**config.mk**
```make
export PLATFORM = sky130hd
export DESIGN_NAME = nand_ecc_host
export DESIGN_NICKNAME = d
export VERILOG_FILES = /design/src/rtl/nand_ecc_pkg.sv /design/src/rtl/nand_ecc_parity.sv /design/src/rtl/nand_ecc_ctrl.sv /design/src/rtl/nand_ecc_dpath.sv /design/src/rtl/nand_ecc_host.sv
export SDC_FILE = /design/constraint.sdc
export NUM_CORES = 1
export LEC_CHECK = 0
export ABC_AREA = 1
export BUFFER_PORTS_ARGS = -buffer_cell sky130_fd_sc_hd__buf_4
export CORE_UTILIZATION = 57
export DETAILED_ROUTE_END_ITERATION = 7
export PLACE_DENSITY_LB_ADDON = 0.15
export SLEW_MARGIN = 25
export SYNTH_ARGS = -nofsm -noshare
export SYNTH_HDL_FRONTEND = slang
export SYNTH_SLANG_ARGS = --single-unit
```
**constraint.sdc**
```tcl
create_clock -name clk -period 2.14 [get_ports clk]
set_clock_uncertainty 0.05 [all_clocks]
set_input_delay 0.214 -clock clk [delete_from_list [all_inputs] [get_ports clk]]
set_output_delay 0.214 -clock clk [all_outputs]
set_load 0.005 [all_outputs]
```
**src/rtl/nand_ecc_pkg.sv**
```systemverilog
package nand_ecc_pkg;

  // index width of a byte inside a parity chunk (chunk = 2**CHUNK_BITS bytes)
  localparam int CHUNK_BITS = 8;
  localparam int LINE_W     = 2 * CHUNK_BITS;
  localparam int COL_W      = 6;

  // register index = byte address / 4
  typedef enum logic [2:0] {
    REG_LINE_LO = 3'd0,
    REG_LINE_HI = 3'd1,
    REG_COL     = 3'd2,
    REG_COUNT   = 3'd3,
    REG_CLEAR   = 3'd4,
    REG_DATA    = 3'd5,
    REG_CTL     = 3'd6,
    REG_NONE    = 3'd7
  } regSel_e;

  // strobes from the control FSM to the datapath
  typedef struct packed {
    logic    regLoad;      // capture selected register into read data
    logic    ctlWrite;     // update pin control register
    logic    eccClear;     // zero the accumulator
    logic    byteLoad;     // latch outgoing byte
    logic    byteCapture;  // latch incoming flash byte
    logic    eccStep;      // fold latched byte into the accumulator
    regSel_e sel;
  } hostStrobe_t;

endpackage

```
**src/rtl/nand_ecc_parity.sv**
```systemverilog
module nand_ecc_parity
  import nand_ecc_pkg::*;
(
  input  logic [7:0]            dataByte,
  input  logic [CHUNK_BITS-1:0] byteIdx,
  input  logic [LINE_W-1:0]     lineIn,
  input  logic [COL_W-1:0]      colIn,
  output logic [LINE_W-1:0]     lineOut,
  output logic [COL_W-1:0]      colOut
);

  logic byteOdd;
  logic [COL_W-1:0] colTerm;

  assign byteOdd = ^dataByte;

  // column terms: even/odd halves of single bits, pairs and nibbles
  assign colTerm[0] = ^(dataByte & 8'h55);
  assign colTerm[1] = ^(dataByte & 8'hAA);
  assign colTerm[2] = ^(dataByte & 8'h33);
  assign colTerm[3] = ^(dataByte & 8'hCC);
  assign colTerm[4] = ^(dataByte & 8'h0F);
  assign colTerm[5] = ^(dataByte & 8'hF0);

  assign colOut = colIn ^ colTerm;

  // line terms: one high/low pair per index bit
  for (genvar k = 0; k < CHUNK_BITS; k++) begin : g_line
    assign lineOut[2*k+1] = lineIn[2*k+1] ^ (byteOdd &  byteIdx[k]);
    assign lineOut[2*k]   = lineIn[2*k]   ^ (byteOdd & ~byteIdx[k]);
  end

endmodule

```
**src/rtl/nand_ecc_ctrl.sv**
```systemverilog
module nand_ecc_ctrl
  import nand_ecc_pkg::*;
#(
  parameter int STROBE_CYCLES = 3,
  parameter int ADDR_W        = 5
) (
  input  logic              clk,
  input  logic              rstN,
  input  logic              busReq,
  input  logic              busWrite,
  input  logic [ADDR_W-1:0] busAddr,
  output logic              busAck,
  output logic              nandWeN,
  output logic              nandReN,
  output logic              nandIoOe,
  output hostStrobe_t       strb
);

  localparam int CNT_W = (STROBE_CYCLES > 1) ? $clog2(STROBE_CYCLES) : 1;
  localparam logic [CNT_W-1:0] CNT_LAST = CNT_W'(STROBE_CYCLES - 1);
  localparam logic [ADDR_W-3:0] IDX_MAX = (ADDR_W-2)'(6);

  typedef enum logic [1:0] {S_IDLE, S_STROBE, S_HOLD, S_ACK} state_e;

  state_e            state;
  logic [CNT_W-1:0]  pulseCnt;
  logic              opWrite;
  logic [ADDR_W-3:0] idxFull;
  logic              mapped;
  regSel_e           sel;
  logic              accept;
  logic              isData;
  logic              lastPulse;

  assign idxFull   = busAddr[ADDR_W-1:2];
  assign mapped    = (busAddr[1:0] == 2'b00) && (idxFull <= IDX_MAX);
  assign sel       = mapped ? regSel_e'(idxFull[2:0]) : REG_NONE;
  assign accept    = (state == S_IDLE) && busReq;
  assign isData    = (sel == REG_DATA);
  assign lastPulse = (pulseCnt == CNT_LAST);

  always_comb begin
    strb             = '0;
    strb.sel         = sel;
    strb.regLoad     = accept && !isData && !busWrite;
    strb.ctlWrite    = accept && busWrite && (sel == REG_CTL);
    strb.eccClear    = accept && busWrite && (sel == REG_CLEAR);
    strb.byteLoad    = accept && busWrite && isData;
    strb.byteCapture = (state == S_STROBE) && !opWrite && lastPulse;
    strb.eccStep     = (state == S_HOLD);
  end

  always_ff @(posedge clk or negedge rstN) begin
    if (!rstN) begin
      state    <= S_IDLE;
      pulseCnt <= '0;
      opWrite  <= 1'b0;
    end else begin
      unique case (state)
        S_IDLE: begin
          if (busReq) begin
            if (isData) begin
              state    <= S_STROBE;
              opWrite  <= busWrite;
              pulseCnt <= '0;
            end else begin
              state <= S_ACK;
            end
          end
        end
        S_STROBE: begin
          if (lastPulse) state <= S_HOLD;
          else           pulseCnt <= pulseCnt + 1'b1;
        end
        S_HOLD:  state <= S_ACK;
        S_ACK:   state <= S_IDLE;
        default: state <= S_IDLE;
      endcase
    end
  end

  assign busAck   = (state == S_ACK);
  assign nandWeN  = !((state == S_STROBE) && opWrite);
  assign nandReN  = !((state == S_STROBE) && !opWrite);
  assign nandIoOe = opWrite && ((state == S_STROBE) || (state == S_HOLD));

  // the flash lines are never driven while reading
  p_no_drive_on_read_r4: assert property (@(posedge clk) disable iff (!rstN)
    nandIoOe |-> nandReN);

  // write and read strobes never overlap
  p_strobe_exclusive_r3: assert property (@(posedge clk) disable iff (!rstN)
    !(!nandWeN && !nandReN));

  // acknowledge lasts a single cycle
  p_ack_single_r11: assert property (@(posedge clk) disable iff (!rstN)
    busAck |=> !busAck);

  // a register access causes no strobe
  p_reg_no_strobe_r11: assert property (@(posedge clk) disable iff (!rstN)
    (accept && !isData) |=> (nandWeN && nandReN && busAck));

endmodule

```
**src/rtl/nand_ecc_dpath.sv**
```systemverilog
module nand_ecc_dpath
  import nand_ecc_pkg::*;
(
  input  logic        clk,
  input  logic        rstN,
  input  hostStrobe_t strb,
  input  logic [7:0]  busWdata,
  input  logic [7:0]  nandIoIn,
  input  logic        nandRdy,
  output logic [7:0]  busRdata,
  output logic [7:0]  nandIoOut,
  output logic        nandCe0N,
  output logic        nandCe1N,
  output logic        nandWpN,
  output logic        nandAle,
  output logic        nandCle
);

  localparam logic [4:0] CTL_RESET = 5'b10001;

  logic [4:0]            ctlReg;
  logic [7:0]            ioByte;
  logic [LINE_W-1:0]     lineAcc, lineNext;
  logic [COL_W-1:0]      colAcc, colNext;
  logic [CHUNK_BITS-1:0] byteCount;
  logic                  eccGate;
  logic [7:0]            regMux;

  assign nandCe0N  = ctlReg[0];
  assign nandCle   = ctlReg[1];
  assign nandAle   = ctlReg[2];
  assign nandWpN   = ctlReg[3];
  assign nandCe1N  = ctlReg[4];
  assign nandIoOut = ioByte;

  // command and address bytes bypass the accumulator
  assign eccGate = strb.eccStep && !ctlReg[1] && !ctlReg[2];

  nand_ecc_parity uParity (
    .dataByte (ioByte),
    .byteIdx  (byteCount),
    .lineIn   (lineAcc),
    .colIn    (colAcc),
    .lineOut  (lineNext),
    .colOut   (colNext)
  );

  always_ff @(posedge clk or negedge rstN) begin
    if (!rstN) begin
      ctlReg <= CTL_RESET;
    end else if (strb.ctlWrite) begin
      ctlReg <= busWdata[4:0];
    end
  end

  always_ff @(posedge clk or negedge rstN) begin
    if (!rstN) begin
      ioByte <= '0;
    end else if (strb.byteLoad) begin
      ioByte <= busWdata;
    end else if (strb.byteCapture) begin
      ioByte <= nandIoIn;
    end
  end

  always_ff @(posedge clk or negedge rstN) begin
    if (!rstN) begin
      lineAcc   <= '0;
      colAcc    <= '0;
      byteCount <= '0;
    end else if (strb.eccClear) begin
      lineAcc   <= '0;
      colAcc    <= '0;
      byteCount <= '0;
    end else if (eccGate) begin
      lineAcc   <= lineNext;
      colAcc    <= colNext;
      byteCount <= byteCount + 1'b1;
    end
  end

  always_comb begin
    unique case (strb.sel)
      REG_LINE_LO: regMux = lineAcc[7:0];
      REG_LINE_HI: regMux = lineAcc[15:8];
      REG_COL:     regMux = {2'b00, colAcc};
      REG_COUNT:   regMux = byteCount;
      REG_CTL:     regMux = {2'b00, nandRdy, ctlReg};
      default:     regMux = 8'h00;
    endcase
  end

  always_ff @(posedge clk or negedge rstN) begin
    if (!rstN) begin
      busRdata <= '0;
    end else if (strb.regLoad) begin
      busRdata <= regMux;
    end else if (strb.byteCapture) begin
      busRdata <= nandIoIn;
    end
  end

  // a clear leaves every accumulator field at zero
  p_clear_result_r9: assert property (@(posedge clk) disable iff (!rstN)
    strb.eccClear |=> (byteCount == '0 && lineAcc == '0 && colAcc == '0));

  // steps taken under CLE or ALE leave the accumulator alone
  p_cmd_bypass_r8: assert property (@(posedge clk) disable iff (!rstN)
    (strb.eccStep && (nandCle || nandAle)) |=>
      ($stable(byteCount) && $stable(lineAcc) && $stable(colAcc)));

  // each counted byte advances the index by one, modulo the chunk
  p_count_step_r7: assert property (@(posedge clk) disable iff (!rstN)
    (strb.eccStep && !nandCle && !nandAle) |=>
      (byteCount == CHUNK_BITS'($past(byteCount) + 1'b1)));

  // pin control only changes on a control write
  p_ctl_hold_r2: assert property (@(posedge clk) disable iff (!rstN)
    !strb.ctlWrite |=> $stable(ctlReg));

endmodule

```
**src/rtl/nand_ecc_host.sv**
```systemverilog
module nand_ecc_host
  import nand_ecc_pkg::*;
#(
  parameter int STROBE_CYCLES = 3,
  parameter int ADDR_W        = 5
) (
  input  logic              clk,
  input  logic              rstN,
  input  logic              busReq,
  input  logic              busWrite,
  input  logic [ADDR_W-1:0] busAddr,
  input  logic [7:0]        busWdata,
  output logic [7:0]        busRdata,
  output logic              busAck,
  output logic [7:0]        nandIoOut,
  input  logic [7:0]        nandIoIn,
  output logic              nandIoOe,
  output logic              nandWeN,
  output logic              nandReN,
  output logic              nandCe0N,
  output logic              nandCe1N,
  output logic              nandWpN,
  output logic              nandAle,
  output logic              nandCle,
  input  logic              nandRdy
);

  hostStrobe_t strb;

  nand_ecc_ctrl #(
    .STROBE_CYCLES (STROBE_CYCLES),
    .ADDR_W        (ADDR_W)
  ) uCtrl (
    .clk      (clk),
    .rstN     (rstN),
    .busReq   (busReq),
    .busWrite (busWrite),
    .busAddr  (busAddr),
    .busAck   (busAck),
    .nandWeN  (nandWeN),
    .nandReN  (nandReN),
    .nandIoOe (nandIoOe),
    .strb     (strb)
  );

  nand_ecc_dpath uDpath (
    .clk       (clk),
    .rstN      (rstN),
    .strb      (strb),
    .busWdata  (busWdata),
    .nandIoIn  (nandIoIn),
    .nandRdy   (nandRdy),
    .busRdata  (busRdata),
    .nandIoOut (nandIoOut),
    .nandCe0N  (nandCe0N),
    .nandCe1N  (nandCe1N),
    .nandWpN   (nandWpN),
    .nandAle   (nandAle),
    .nandCle   (nandCle)
  );

endmodule

```
==> metrics.csv, run 1 <==
stage;metric;value;unit
outcome;status;complete, no violations;
floorplan;dieHeight;79.3;microns
synth;synth_edf_count;0;
critical_path;crit_arrival;2.17;ns
layout;fillers;488;
critical_path;path_buf_inv;1;
sta;drv_slew;0;
power_and_ir_drop;irDropWorstVdd;0.000543;V
layout;n_antenna_cell;0;
global_route;antenna_found_initial;0;
clock_network;worst_skew_pair.late_latency;0.32;ns
sta;setup_viol;0;
synth;synth_top_cell_by_area;dfrtp_1;
power_and_ir_drop;total_power;0.00376;W
global_route;grt_pass1_vias;3051;
hold_path;hold_class;input pin to register;
synth;ys.flop_type;dfrtp_1;
clock_network;cts_root_buf;clkbuf_8;
critical_path;cp_slowest_cell;dfrtp_1;
clock_network;numCtsBuffers;5;
sta;timing.final.crit_share;0.913;
synth;synth_cell_types;33;
critical_path;rrSetupSlack;0.19;ns
critical_path;r2r-start;uCtrl.state[1];
sta;fmax;512;MHz
global_route;gr-total-overflow;0;
power_and_ir_drop;leakage;2.09;nW
sta;hold_violations;0;
placed_design;port_buffers;50;
synth;synth_commonest_cells;133 x nand2_1, 54 x dfrtp_1, 53 x inv_1, 53 x nor2_1;
synth;synthesis.area;0.00341;sq mm
route;wl_per_cell;15.1;microns
synth;syn_area_per_cell;7.59;sq um
critical_path;ff2ff_path_depth;10;
layout;nets;539;
synth;ys_seq_area_frac;0.412;
sta;worstMarginPinSlew;0.729;ns
route;ant_nets;0;
floorplan;start_util;0.604;
critical_path;cp-start-kind;register;
global_route;grt_pass1_wl;14300;microns
route;drcViolationCount;0;
floorplan;die_w;79.3;microns
sta;tns;0;ns
critical_path;cp-end-kind;register;
sta;fin_crit;1.95;ns
route;first_iter_violations;154;
route;firstDrtPassIters;4;
placed_design;hpwl;6390;microns
critical_path;crit_start;uCtrl.state[1];
sta;rsz0062_at_grt;false;
synth;yosys-top-cells-area;dfrtp_1 40%, nand2_1 15%, inv_1 5.8%, nor2_1 5.8%, nand4_2 3.7%;
critical_path;rr_endpoint;uDpath.byteCount[6];
synth;syn_nets;481;
route;wl;8760;microns
clock_network;clk_pin_slew_worst_paths;0.11;ns
synth;yosys_register_bits;56;
clock_network;cts.htree.levels;2;
synth;ys_warn_count;0;
critical_path;critical-path-top-delay-family;simple AND/OR/NAND/NOR gates;
synth;ys_async_sr_fraction;1.00;
floorplan;coreArea;0.00564;sq mm
hold_path;hold_depth;3;
synth;synth_most_common_cell;nand2_1;
sta;relSlewSlack;0.514;
critical_path;required;2.35;ns
critical_path;cp_common_cell;nand2_2;
placed_design;gp_congestion;0.885;
layout;area_delta_synth_final;16.5;%
flow_run;max_cap_violations;0;
clock_network;cts_sinks;56;
clock_network;cts_tree;built;
clock_network;postCtsSetupBuffers;0;
floorplan;core.rowCount;27;
clock_network;cts.repair.resized;0;
critical_path;critical-path-max-stage-delay;0.41;ns
synth;yosys.area.top_type_share;0.396;
route;vias_per_cell;5.53;
critical_path;path_max_fanout;8;
clock_network;postCtsHoldBufs;1;
power_and_ir_drop;cellPowerDensity;947;mW/mm^2
floorplan;die-area;0.00629;sq mm
critical_path;cp_num_cells;10;
clock_network;cts_buffer_depth;2;
critical_path;path_cells;inv_1 > ha_1 > nand2_2 > nor2_2 > nand2_2 > o21ai_4 > nand3_2 > o21ai_1 > nand2_1 > nor2_1;
route;route.vias.total;3208;
synth;synthCells;449;
layout;drive_gt1_frac;0.213;
critical_path;worstSetupPathType;register to register;
floorplan;ioPinCount;51;
critical_path;critPathCapture;uDpath.byteCount[6];
global_route;grtUsageTotal;0.301;
global_route;grt_max_degree;57;
==> cells in the final DEF, fill, tap and decap left out, types with 2 or more instances in the layout <==
| cell | n |
|---|---|
| a21oi_1 | 15 |
| a22oi_1 | 7 |
| buf_4 | 58 |
| clkbuf_8 | 5 |
| dfrtp_1 | 54 |
| dfstp_2 | 2 |
| ha_1 | 6 |
| inv_1 | 53 |
| inv_2 | 13 |
| nand2_1 | 133 |
| nand2_2 | 5 |
| nand3_1 | 9 |
| nand3_2 | 2 |
| nand3b_1 | 6 |
| nand4_1 | 9 |
| nand4_2 | 10 |
| nor2_1 | 53 |
| nor2_2 | 3 |
| nor2_4 | 3 |
| nor3_1 | 6 |
| o211ai_1 | 4 |
| o21ai_0 | 15 |
| o21ai_1 | 3 |
| o221ai_1 | 8 |
| o22ai_1 | 6 |
| xnor2_1 | 3 |
| xor2_1 | 9 |
==> sequential cells by signal, summed over array words and instances, names as in the netlist <==
| signal | flops |
|---|---|
| uCtrl.opWrite | 1 |
| uCtrl.pulseCnt | 2 |
| uCtrl.state | 2 |
| uDpath.busRdata | 8 |
| uDpath.byteCount | 8 |
| uDpath.colAcc | 6 |
| uDpath.ctlReg | 5 |
| uDpath.lineAcc | 16 |
| uDpath.nandIoOut | 8 |
==> through the flow <==
step                      utilization  setup WS [ns]  hold WS, ns  cells  cell area, sq um
after global routing            0.704         0.0718       0.0629    580              3970
after floorplan                     -          0.435       -0.132    449              3410
after CTS                       0.704          0.217       0.0478    580              3970
after detailed placement        0.686          0.244        0.265    571              3870
after global placement          0.686          0.326        0.268    571              3870
final                           0.704          0.187       0.0465    580              3970
==> worst min path at each step <==
stage                           start                  end  slack, ns
after detailed placement         rstN    uCtrl.pulseCnt[0]       0.27
after global placement           rstN    uCtrl.pulseCnt[1]       0.27
after CTS                 busWdata[7]  uDpath.nandIoOut[7]       0.05
final                     busWdata[7]  uDpath.nandIoOut[7]       0.05
after global routing      busWdata[6]  uDpath.nandIoOut[6]       0.06
after floorplan                  rstN        uCtrl.opWrite      -0.13
==> logic make-up (layout without fill, tap and decap cells) <==
family / count (synthesis) / count (layout) / synth area share
AO/OA/AOI/OAI: 59 / 59 / 0.109
XOR/XNOR: 12 / 12 / 0.0308
adder cells (fa/ha/maj): 6 / 6 / 0.0220
buffers and inverters: 74 / 133 / 0.0914
flip-flops: 56 / 56 / 0.412
AND/OR/NAND/NOR: 242 / 242 / 0.335
==> tightest hold or removal path, cell delays in order <==
cell and delay, ns:
buf_4 0.08, nand2_1 0.04, o221ai_1 0.06
==> final cells by class <==
cell class / instances / area [sq um] / share of cell area
clock buffers: 5 / 68.8 / 0.0173
clock inverters: 3 / 21.3 / 0.00536
inverters: 66 / 248 / 0.0624
multi-input cells: 319 / 1690 / 0.427
flip-flops and latches: 56 / 1400 / 0.353
well taps: 72 / 90.1 / 0.0227
repair buffers: 59 / 445 / 0.112
==> power by group <==
part / leakage [nW] / switching (W) / internal, W
combinational: 1.36 / 0.000994 / 0.000603
clock: 0.0445 / 0.000378 / 0.000234
sequential: 0.684 / 0.000242 / 0.00131
==> layer usage <==
metal | part of all wire | global-route usage | wire (microns)
met2 | 0.51 | 0.532 | 4440
met5 | 0 | 0 | 0
met1 | 0.42 | 0.372 | 3680
met3 | 0.056 | 0.0425 | 489
met4 | 0.017 | 0.109 | 150
Power figures use the tool's default switching activity.
==> inputs of run 2 (changes only) <==
--- a/config.mk
+++ b/config.mk
@@ -7,7 +7,7 @@
 export LEC_CHECK = 0
 export ABC_AREA = 1
 export BUFFER_PORTS_ARGS = -buffer_cell sky130_fd_sc_hd__buf_4
-export CORE_UTILIZATION = 57
+export CORE_UTILIZATION = 55
 export DETAILED_ROUTE_END_ITERATION = 7
 export PLACE_DENSITY_LB_ADDON = 0.15
 export SLEW_MARGIN = 25
==> metrics.csv, run 2 (synthesis gave the netlist of run 1 again) <==
stage;metric;value;unit;change
layout;nets;538;;-0.19%
clock_network;cts.htree.levels;2;;unchanged
floorplan;core.rowCount;28;;+3.7%
critical_path;cp-end-kind;register;;
critical_path;path_cells;inv_1 > ha_1 > nand2_1 > nor2_2 > inv_1 > nand2_2 > o221ai_1;;
sta;tns;0;ns;unchanged
sta;relSlewSlack;0.510;;-0.00459
route;wl_per_cell;14.0;microns;-7.1%
layout;layout_common_cells;133 x nand2_1, 57 x buf_4, 54 x dfrtp_1, 53 x inv_1, 53 x nor2_1;;
critical_path;r2r-start;uCtrl.state[1];;
critical_path;cp_slowest_cell;dfrtp_1;;
global_route;antenna_found_initial;0;;unchanged
layout;fillers;509;;+4.3%
route;firstDrtPassIters;4;;unchanged
critical_path;required;2.28;ns;-0.07 ns
global_route;grt_pass1_vias;2725;;-11%
power_and_ir_drop;cellInternalPower;0.00226;W;+5.1%
clock_network;cts_root_buf;clkbuf_8;;
global_route;grt_pass1_wl;13300;microns;-7.0%
layout;regMostFlops;uDpath.lineAcc;;
sta;setup_viol;0;;unchanged
layout;drive_gt1_frac;0.209;;-0.00353
power_and_ir_drop;leakage;2.09;nW;+0.25%
sta;worstMarginPinSlew;0.735;ns;+0.00688 ns
outcome;status;complete, no violations;;
clock_network;worst_skew_pair.late_latency;0.32;ns;about the same
critical_path;path_buf_inv;2;;+1
sta;drv_slew;0;;unchanged
clock_network;cts.repair.resized;0;;unchanged
critical_path;crit_start;uCtrl.state[1];;
power_and_ir_drop;p_sw_frac;0.408;;-0.0212
route;route.vias.total;3069;;-4.3%
clock_network;cts_buffer_depth;2;;unchanged
power_and_ir_drop;clockPowerShare;0.183;;+0.020
global_route;gr-total-overflow;0;;unchanged
critical_path;worstSetupPathType;register to register;;
critical_path;critical-path-max-stage-delay;0.42;ns;about the same
floorplan;coreArea;0.00596;sq mm;+5.6%
sta;fin_crit;1.92;ns;-0.0364 ns
layout;area_delta_synth_final;16.9;%;
power_and_ir_drop;irDropWorstVdd;0.000548;V;+0.98%
hold_path;hold_class;input pin to register;;
hold_path;hp-start;busWdata[6];;
route;vias_per_cell;5.27;;-4.7%
floorplan;die_w;80.7;microns;+1.8%
flow_run;max_cap_violations;0;;unchanged
global_route;grt_max_degree;57;;unchanged
sta;fmax;522;MHz;+1.9%
layout;final_common_cell;nand2_1;;
layout;multi_input_area;0.00169;sq mm;unchanged
floorplan;dieHeight;80.7;microns;+1.8%
sta;holdWs;0.0457;ns;-0.000818 ns
route;ant_nets;0;;unchanged
critical_path;cp_common_cell;inv_1;;
layout;largest_reg_flops;16;;unchanged
sta;hold_violations;0;;unchanged
sta;rsz0062_at_grt;false;;
global_route;grtUsageTotal;0.270;;-0.0313
floorplan;start_util;0.572;;-0.0319
placed_design;gp_congestion;0.881;;-0.40%
critical_path;crit_arrival;2.06;ns;-0.11 ns
placed_design;port_buffers;50;;unchanged
power_and_ir_drop;comb_power_share;0.409;;-0.015
route;first_iter_violations;216;;+40%
route;drcViolationCount;0;;unchanged
power_and_ir_drop;pwr-share-seq;0.407;;-0.006
sta;timing.final.crit_share;0.896;;-0.0170
clock_network;cts_tree;built;;
layout;seq_area;0.00140;sq mm;unchanged
floorplan;ioPinCount;51;;unchanged
critical_path;path_max_fanout;10;;+2
clock_network;numCtsBuffers;5;;unchanged
placed_design;hpwl;6120;microns;-4.1%
layout;n_antenna_cell;0;;unchanged
floorplan;die-area;0.00652;sq mm;+3.5%
power_and_ir_drop;switchingPower;0.00155;W;-3.6%
clock_network;cts_sinks;56;;unchanged
power_and_ir_drop;cellPowerDensity;957;mW/mm^2;+1.0%
route;wl;8160;microns;-6.8%
critical_path;cp-start-kind;register;;
critical_path;critical-path-top-delay-family;simple AND/OR/NAND/NOR gates;;
clock_network;clk_pin_slew_worst_paths;0.11;ns;about the same
==> run 2: changes by cell type in the layout (fill, tap and decap cells not counted) <==
cell        previous run  this run
bufinv_16              0         1
inv_6                  1         0
clkinvlp_4             1         0
clkbuf_1               0         1
buf_4                 58        57
==> run 2: repair_timing <==
item | 4_1_cts | 5_1_grt
buffers inserted | 0 | 0
hold buffers | 1 | 0
hold endpoints to repair | 54 | 0
==> run 2: layout make-up <==
type / count / share of cell area
Timing Repair Buffer: 58 / 0.110
Sequential cell: 56 / 0.352
Clock inverter: 2 / 0.00879
Multi-Input combinational cell: 319 / 0.425
Tap cell: 75 / 0.0235
Inverter: 66 / 0.0622
Clock buffer: 6 / 0.0182
==> run 2: metrics by stage <==
stage                     instances  worst slack [ns]  instance area, sq um   util  power, W
after detailed placement        573             0.225                  3870  0.649   0.00312
after CTS                       582             0.207                  3990  0.669   0.00381
after global placement          573             0.320                  3870  0.649   0.00307
final                           582             0.223                  3990  0.669   0.00381
after floorplan                 449             0.435                  3410      -   0.00265
after global routing            582            0.0346                  3990  0.669   0.00407
==> run 2: worst paths after layout <==
path,end,slack [ns],cells past startpoint
worst min register to register,uDpath.ctlReg[4],0.46,2
worst max register to register,uDpath.nandIoOut[7],0.22,7
min in group asynchronous,uCtrl.pulseCnt[0],0.47,2
worst max-delay path,uDpath.nandIoOut[7],0.22,7
worst min-delay path,uDpath.nandIoOut[6],0.05,3
max in group asynchronous,uDpath.nandIoOut[3],1.09,2
==> run 2: power groups by stage <==
stage          registers [W]  logic (W)  clock network, W
2_1_floorplan        0.00152    0.00112                 0
3_3_place_gp         0.00156    0.00151                 0
3_5_place_dp         0.00157    0.00154                 0
4_1_cts              0.00155    0.00156          0.000705
5_1_grt              0.00158    0.00175          0.000739
6_report             0.00155    0.00156          0.000700
==> run 2: per-layer routing <==
metal	track usage	routed length, microns	vias to the layer above
li1	-	-	1555
met1	0.366	3740	1422
met2	0.459	3950	83
met3	0.0348	386	9
met4	0.0643	89	0
met5	0	0	-
==> run 2: tightest hold or removal path, stage by stage <==
cell and delay [ns]:
buf_4 0.08, nand2_1 0.04, o221ai_1 0.05
